File: config.mk
export PLATFORM = sky130hd
export DESIGN_NAME = periph_clk_div
export DESIGN_NICKNAME = d
export VERILOG_FILES = /design/src/rtl/pcd_pkg.sv /design/src/rtl/pcd_srcmux.sv /design/src/rtl/pcd_frac.sv /design/src/rtl/pcd_int.sv /design/src/rtl/periph_clk_div.sv
export SDC_FILE = /design/constraint.sdc
export NUM_CORES = 1
export LEC_CHECK = 0
export BUFFER_PORTS_ARGS = -buffer_cell sky130_fd_sc_hd__buf_4
export CORE_UTILIZATION = 50
export DETAILED_ROUTE_END_ITERATION = 10
export PLACE_DENSITY = 0.76
export SLEW_MARGIN = 20
export SYNTH_ARGS = -nofsm -noshare
export SYNTH_HDL_FRONTEND = slang
export SYNTH_SLANG_ARGS = --single-unit
export TNS_END_PERCENT = 1
File: constraint.sdc
create_clock -name clk -period 7.37 [get_ports clk]
set_input_delay 1.8425 -clock clk [delete_from_list [all_inputs] [get_ports clk]]
set_output_delay 1.8425 -clock clk [all_outputs]
set_load 0.02 [all_outputs]
File: src/rtl/pcd_pkg.sv
// Package: shared types for the peripheral clock divider.
// Assumes: nothing beyond IEEE 1800-2017.
package pcd_pkg;
    // Divide engine choice taken from the external mode bit.
    typedef enum logic {
        DIV_FRAC = 1'b0,
        DIV_INT  = 1'b1
    } div_mode_e;

    // Default field geometry of the control word.
    localparam int DEF_PHASE_W = 6;
    localparam int DEF_NSRC    = 4;
    localparam int DEF_CTRL_W  = 32;
    localparam int DEF_SEL_LSB = 8;
endpackage

File: src/rtl/pcd_srcmux.sv
// Module: picks the strobe of one source clock.
// Assumes: sel values at or above NSRC select no source (tick stays low).
module pcd_srcmux #(
    parameter int NSRC  = 4,
    parameter int SEL_W = 2
) (
    input  logic [NSRC-1:0]  stb,
    input  logic [SEL_W-1:0] sel,
    output logic             tick
);
    // Decoded one-of-N selection of the source strobe.
    always_comb begin
        tick = 1'b0;
        for (int i = 0; i < NSRC; i++) begin
            if (sel == SEL_W'(i)) tick = stb[i];
        end
    end
endmodule

File: src/rtl/pcd_frac.sv
// Module: phase-accumulator divider. Adds the phase on every source strobe.
// The level output is the accumulator top bit and wrap flags the carry.
// Assumes: phase at most half of 2**PHASE_W for an exact average rate.
module pcd_frac #(
    parameter int PHASE_W = 6
) (
    input  logic               clk,
    input  logic               rst_n,
    input  logic               clr,
    input  logic               tick,
    input  logic [PHASE_W-1:0] phase,
    output logic               lvl,
    output logic               wrap
);
    logic [PHASE_W-1:0] acc;
    logic [PHASE_W:0]   sum;

    // Next accumulator value with carry bit.
    always_comb sum = {1'b0, acc} + {1'b0, phase};

    assign wrap = tick & sum[PHASE_W];
    assign lvl  = acc[PHASE_W-1];

    // Accumulator register: cleared while idle, advanced on source strobes.
    always_ff @(posedge clk) begin
        if (!rst_n)     acc <= '0;
        else if (clr)   acc <= '0;
        else if (tick)  acc <= sum[PHASE_W-1:0];
    end
endmodule

File: src/rtl/pcd_int.sv
// Module: integer divider by (phase+1). The level is low for the first
// ceil((N+1)/2) source edges of a period and high for the rest.
// Assumes: phase only changes while cleared or on the wrap strobe.
module pcd_int #(
    parameter int PHASE_W = 6
) (
    input  logic               clk,
    input  logic               rst_n,
    input  logic               clr,
    input  logic               tick,
    input  logic [PHASE_W-1:0] phase,
    output logic               lvl,
    output logic               wrap
);
    logic [PHASE_W-1:0] cnt;
    logic [PHASE_W:0]   period;
    logic [PHASE_W:0]   thresh;
    logic               last;

    // Period length and the position at which the high half starts.
    always_comb begin
        period = {1'b0, phase} + 1'b1;
        thresh = period - (period >> 1);
        last   = (cnt == phase);
    end

    assign wrap = tick & last;
    assign lvl  = ({1'b0, cnt} >= thresh);

    // Position counter: cleared while idle, reloads to zero after the last edge.
    always_ff @(posedge clk) begin
        if (!rst_n)     cnt <= '0;
        else if (clr)   cnt <= '0;
        else if (tick)  cnt <= last ? '0 : cnt + 1'b1;
    end
endmodule

File: src/rtl/periph_clk_div.sv
// Module: dual-mode peripheral clock divider (top).
// Sources arrive as rising-edge strobes on clk. The output is a registered level.
// Settings are adopted at the end of an output period or while disabled.
// Assumes: each source strobe is at most one cycle wide.
module periph_clk_div
    import pcd_pkg::*;
#(
    parameter int NSRC    = DEF_NSRC,
    parameter int PHASE_W = DEF_PHASE_W,
    parameter int CTRL_W  = DEF_CTRL_W,
    parameter int SEL_LSB = DEF_SEL_LSB
) (
    input  logic              clk,
    input  logic              rst_n,
    input  logic [NSRC-1:0]   src_stb,
    input  logic [CTRL_W-1:0] ctrl_word,
    input  logic              div_int_mode,
    input  logic              clk_off,
    output logic              pclk_o
);
    localparam int SEL_W = (NSRC > 1) ? $clog2(NSRC) : 1;

    logic [SEL_W-1:0]   req_sel;
    logic [PHASE_W-1:0] req_phase;
    logic               unused_rsvd;

    logic [SEL_W-1:0]   act_sel;
    logic [PHASE_W-1:0] act_phase;
    div_mode_e          act_mode;

    logic tick, bypass, period_end, load;
    logic clr_frac, clr_int;
    logic frac_lvl, frac_wrap, int_lvl, int_wrap;
    logic pclk_r;

    // Field extraction; reserved bits are folded away.
    always_comb begin
        req_sel     = ctrl_word[SEL_LSB +: SEL_W];
        req_phase   = ctrl_word[PHASE_W-1:0];
        unused_rsvd = ^ctrl_word;
    end

    pcd_srcmux #(.NSRC(NSRC), .SEL_W(SEL_W)) u_mux (
        .stb  (src_stb),
        .sel  (act_sel),
        .tick (tick)
    );

    // Engine idling and settle-point detection.
    always_comb begin
        bypass     = (act_phase == '0);
        clr_frac   = clk_off | bypass | (act_mode == DIV_INT);
        clr_int    = clk_off | bypass | (act_mode == DIV_FRAC);
        if (bypass)                   period_end = tick;
        else if (act_mode == DIV_INT) period_end = int_wrap;
        else                          period_end = frac_wrap;
        load       = clk_off | period_end;
    end

    pcd_frac #(.PHASE_W(PHASE_W)) u_frac (
        .clk   (clk),
        .rst_n (rst_n),
        .clr   (clr_frac),
        .tick  (tick),
        .phase (act_phase),
        .lvl   (frac_lvl),
        .wrap  (frac_wrap)
    );

    pcd_int #(.PHASE_W(PHASE_W)) u_int (
        .clk   (clk),
        .rst_n (rst_n),
        .clr   (clr_int),
        .tick  (tick),
        .phase (act_phase),
        .lvl   (int_lvl),
        .wrap  (int_wrap)
    );

    // Adopted settings: shadowed at the settle point or while disabled.
    always_ff @(posedge clk) begin
        if (!rst_n) begin
            act_sel   <= '0;
            act_phase <= '0;
            act_mode  <= DIV_FRAC;
        end else if (load) begin
            act_sel   <= req_sel;
            act_phase <= req_phase;
            act_mode  <= div_mode_e'(div_int_mode);
        end
    end

    // Output register: forced low when disabled, else from the active engine.
    always_ff @(posedge clk) begin
        if (!rst_n)                   pclk_r <= 1'b0;
        else if (clk_off)             pclk_r <= 1'b0;
        else if (bypass)              pclk_r <= tick;
        else if (act_mode == DIV_INT) pclk_r <= int_lvl;
        else                          pclk_r <= frac_lvl;
    end

    assign pclk_o = pclk_r;
endmodule

# == Yosys cells after proc, flatten, opt, wreduce, memory -nomap -nowiden ==
# Cells that the tools add are included.
# totals
elab_cells,37
input_bits,40
ff_bits,22
n_memories,0
ramBits,0
romBits,0
latchBits,0
# classes
div,0
magnitude_cmp,1
muxes,9
n_reduce_logical,5
add_sub_neg,4
eq_ne,4
n_shift,0
bitwise_logic,8
n_mul,0
# ops
cell,count
2-to-1 mux 1 bit,8
"adder 6 x 1 -> 7 bit, second input constant",1
adder 6 x 6 -> 7 bit,1
greater-or-equal comparator 6 x 7 -> 1 bit,1
subtractor 7 x 6 -> 7 bit,1
"adder 6 x 1 -> 6 bit, second input constant",1
equality test 6 bit,1
logical NOT 6 bit,1
2-to-1 mux 6 bit,1
OR reduction 2 bit,3
"equality test 2 bit, second input constant",2
bitwise OR 1 bit,4
bitwise AND 1 bit,2
"equality test 2 x 1 -> 1 bit, second input constant",1
logical NOT 2 bit,1
inverter 1 bit,2

# == Depth between registers and ports, before layout ==
# depth
ltp_word,9
ltp_mapped,17
depth_no_buf,15

# == Hierarchy ==
# A second synthesis with hierarchy kept.
# hier_totals
cells_unflattened,209
hier_area_um2,1810.5
# by_module_without_submodules
mod,n_inst,area_per_inst_um2,seq_area_each_um2,cells_per_inst
pcd_int,1,862.1,120.1,103
periph_clk_div,1,480.5,200.2,55
pcd_frac,1,445.4,120.1,50
pcd_srcmux,1,22.5,0.0,1

# == Least setup slack after synthesis ==
# Ideal clock, no wire load.
# synth_timing
path_kind,flip-flop to flip-flop
startpoint,register act_phase[0]
endpoint,"register pclk_r, in the netlist pclk_o"
path_slack_ns,4.343
required_ns,7.300
period_less_slack_ns,3.027
arrival_ns,2.957
stages_incl_launch_ff,14
cell_sequence,dfxtp_1 > ha_1 > xnor2_1 > ha_1 > a21o_1 > a21o_1 > a221oi_2 > xor2_1 > ha_1 > nand4_1 > or3_1 > a22oi_1 > nand3b_1 > a21oi_1
# synth_between
elab_chain_cells,5
elab_cells_between_ends,6
classes_between,2 x add/sub; 1 x order compare; 2 x mux; 1 x reduce/logical
# synth_rtl
item,line_no,rtl
"start, declared",periph_clk_div.sv:28,logic [PHASE_W-1:0] act_phase;
"start signal, assigned",periph_clk_div.sv:88,act_phase <= req_phase;
adder 6 x 1 -> 7 bit,pcd_int.sv:22,"period = {1'b0, phase} + 1'b1;"
subtractor 7 x 6 -> 7 bit,pcd_int.sv:23,thresh = period - (period >> 1);
greater-or-equal comparator 6 x 7 -> 1 bit,pcd_int.sv:28,"assign lvl = ({1'b0, cnt} >= thresh);"
2-to-1 mux 1 bit,periph_clk_div.sv:98,else if (act_mode == DIV_INT) pclk_r <= int_lvl;
2-to-1 mux 1 bit *,periph_clk_div.sv:97,else if (bypass) pclk_r <= tick;
"end signal, assigned",periph_clk_div.sv:97,
"end signal, assigned",periph_clk_div.sv:98,
"end signal, assigned",periph_clk_div.sv:99,else pclk_r <= frac_lvl;
"end, declared",periph_clk_div.sv:34,logic pclk_r;
# Every way passes the cells marked *; elsewhere a longest branch is shown, timed or not.
# A chain may end at the register's enable or synchronous reset.

# == Final worst setup path ==
# Ends and elaborated chain as after synthesis.

==> results.yml <==
timing:
  max_slew.worst_pin.slew_ns: 0.648
  max_freq_mhz: 288
  finalCritPeriodShare_pct: 47.2
  finalClockSkew_ns: 0.00956
  tns_ns: 0
  setup_viol: 0
  finalHoldViolCount: 0
  rsz0062_at_grt: "false"
  period_needed_ns: 3.48
  finalMaxSlewViolations: 0
  relSlewSlack_pct: 56.8
worst_setup_path:
  end_kind: "flip-flop"
  startpoint_type: "flip-flop"
  crit_path_max_fanout: 9
  critical_path_class: "reg2reg"
  cp.required_ns: 7.62
  critical_path_arrival_ns: 3.72
clocking:
  post-cts-setup-buffer-count: 0
  ctsResizeCount: 0
  cts_hold_buf: 0
  cts_buffers: 3
  cts_tree: "yes"
  htree_levels: 1
  insertion_delay_ns: 0.31
  clk_pin_slew_worst_paths_ns: 0.13
  clock_path_buffers: 2
  cts.sinks: 22
  cts-root-buf: "clkbuf_4"
grt:
  overflow: 0
  antenna_found_initial: 0
  grt_pass1_vias: 1334
  grt_pass1_wl_um: 5970
  track_usage_pct: 19.0
  grt_max_degree: 20
cells_and_area:
  multi_input_area_um2: 1260
  regArea_um2: 440
  areaGrowthSynthToFinish_pct: 6.87
  fillCellCount: 343
  drive_above_1_share_pct: 13.2
  diodes: 0
  fin_nets: 284
yosys:
  synth_top_cell_area_share_pct: 24.2
  synthArstFlopShare_pct: 0
  synth.net_count: 274
  synth_area_um2: 1820
  seq_area_frac_synth_pct: 24.2
  synth_common_cells: "25 x nor2_1, 23 x nand2_1, 22 x dfxtp_1"
  synth_edf_count: 0
  synth_ff_type: "dfxtp_1"
  synth_cells: 212
  ys_top_cells_by_area: "dfxtp_1 24%, ha_1 14%, mux2i_1 7.7%, xnor2_1 5.3%, nor2_1 5.2%"
  yosysTopAreaCell: "dfxtp_1"
  yosys_warnings: 0
  yosysMostFrequentCell: "nor2_1"
  ys_seq_elements: 22
  ys_types: 45
  syn_avg_cell_area_um2: 8.59
die:
  start_util_pct: 53.3
  rows: 21
  coreArea_um2: 3420
  io_pins: 41
  fp.dieH_um: 62.3
  die_w_um: 62.3
  die-area_um2: 3890
placement:
  port_buffers: 16
  hpwl_um: 2590
  gp_congestion: 0.781
drt:
  ant_nets: 0
  drt_iter0_drc: 39
  finalWirelength_um: 3390
  first_pass_iters: 4
  wl_per_cell_um: 12.7
  drc: 0
  viasPerCell: 5.34
  vias: 1420
pwr:
  leakage_nw: 0.863
  power.net_switching_uw: 142
  combPwrFrac_pct: 45.1
  p_seq_share_pct: 39.6
  p_int_uw: 227
  powerDensity_nw_per_um2: 189
  fin_total_pwr_uw: 368
  clockPowerShare_pct: 15.3
  swShare_pct: 38.5
  peakVddDrop_mv: 0.0964
status:
  status: "complete, no violations"
min_path:
  worstHoldPathType: "reg2reg"
flow_run:
  maxCapViolCount: 0
area by class of cell:
class	count	area share [%]
Multi-Input combinational cell	166	64.6
Sequential cell	22	22.6
Timing Repair Buffer	16	6.17
Tap cell	46	2.96
Inverter	13	2.51
Clock buffer	3	1.16
kinds of logic after synthesis:
family                   Yosys count  synth area share (%)
XOR/XNOR                          23                  12.9
flip-flops                        22                  24.2
multiplexers                      15                  8.93
adder cells (fa/ha/maj)           22                  15.9
buffers and inverters             24                  6.80
AO/OA/AOI/OAI                     34                  12.9
AND/OR/NAND/NOR                   72                  18.3
sequential cells by signal, summed over array words and instances (netlist names):
name / count
act_phase: 6
act_mode: 1
act_sel: 2
u_int.cnt: 6
u_frac.acc: 6
pclk_o: 1
per-layer routing:
metal  global-route usage, %  vias to the layer above  share of wire (%)
li1                        -                      742                  -
met3                    2.57                        7                3.0
met4                    6.40                        0                1.2
met5                       0                        -                  0
met2                    30.9                       27                 44
met1                    25.8                      644                 52
critical path, cell delays in order (launching register included):
cell and delay [ns]:
dfxtp_1 0.59, and3_1 0.42, xor2_4 0.23, inv_2 0.08, ha_1 0.32, a21o_1 0.20, a221oi_2 0.26, xor2_1 0.11
ha_1 0.30, nand4_1 0.08, or3_1 0.40, a22oi_1 0.17, nand3b_1 0.09, a21oi_1 0.17
per-stage QoR:
step	instances	worst slack (ns)	area, um^2	util [%]	hold slack (ns)
floorplan	212	4.34	1820	-	0.440
global route	266	3.63	1950	57.0	0.510
finish	266	3.89	1950	57.0	0.493
global placement	263	3.91	1920	56.3	0.453
CTS	266	3.86	1950	57.0	0.486
detailed placement	263	3.90	1920	56.3	0.464
power by group through the flow:
stage	sequential (mW)	combinational (mW)	clock (mW)
6_report	0.146	0.166	0.0562
5_1_grt	0.148	0.188	0.0622
4_1_cts	0.146	0.168	0.0570
3_5_place_dp	0.149	0.167	0
3_3_place_gp	0.148	0.163	0
2_1_floorplan	0.137	0.150	0
path summary, 6_finish.rpt:
check / depth (start not counted) / to / slack [ns] / startpoint
hold reg to reg: 2 / u_frac.acc[5]$_SDFFE_PP0P_ / 0.49 / u_frac.acc[5]$_SDFFE_PP0P_
setup reg to reg: 13 / pclk_o$_SDFF_PP0_ / 3.89 / act_phase[0]$_SDFFE_PN0P_
setup / recovery: 13 / pclk_o$_SDFF_PP0_ / 3.89 / act_phase[0]$_SDFFE_PN0P_
hold / removal: 2 / u_frac.acc[5]$_SDFFE_PP0P_ / 0.49 / u_frac.acc[5]$_SDFFE_PP0P_
cells in the final DEF, fill, tap and decap left out, types with 5 or more instances in the layout:
cell type  netlist  final
nand3_1          6      6
mux2i_1         14     14
o21ai_0          5      5
nand2_1         23     23
buf_4            2     16
nor2_1          25     25
ha_1            20     20
dfxtp_1         22     22
xnor2_1         11     11
a21oi_1          9      9
xor2_1           9      9
inv_1           11     11
Power figures use the tool's default switching activity.
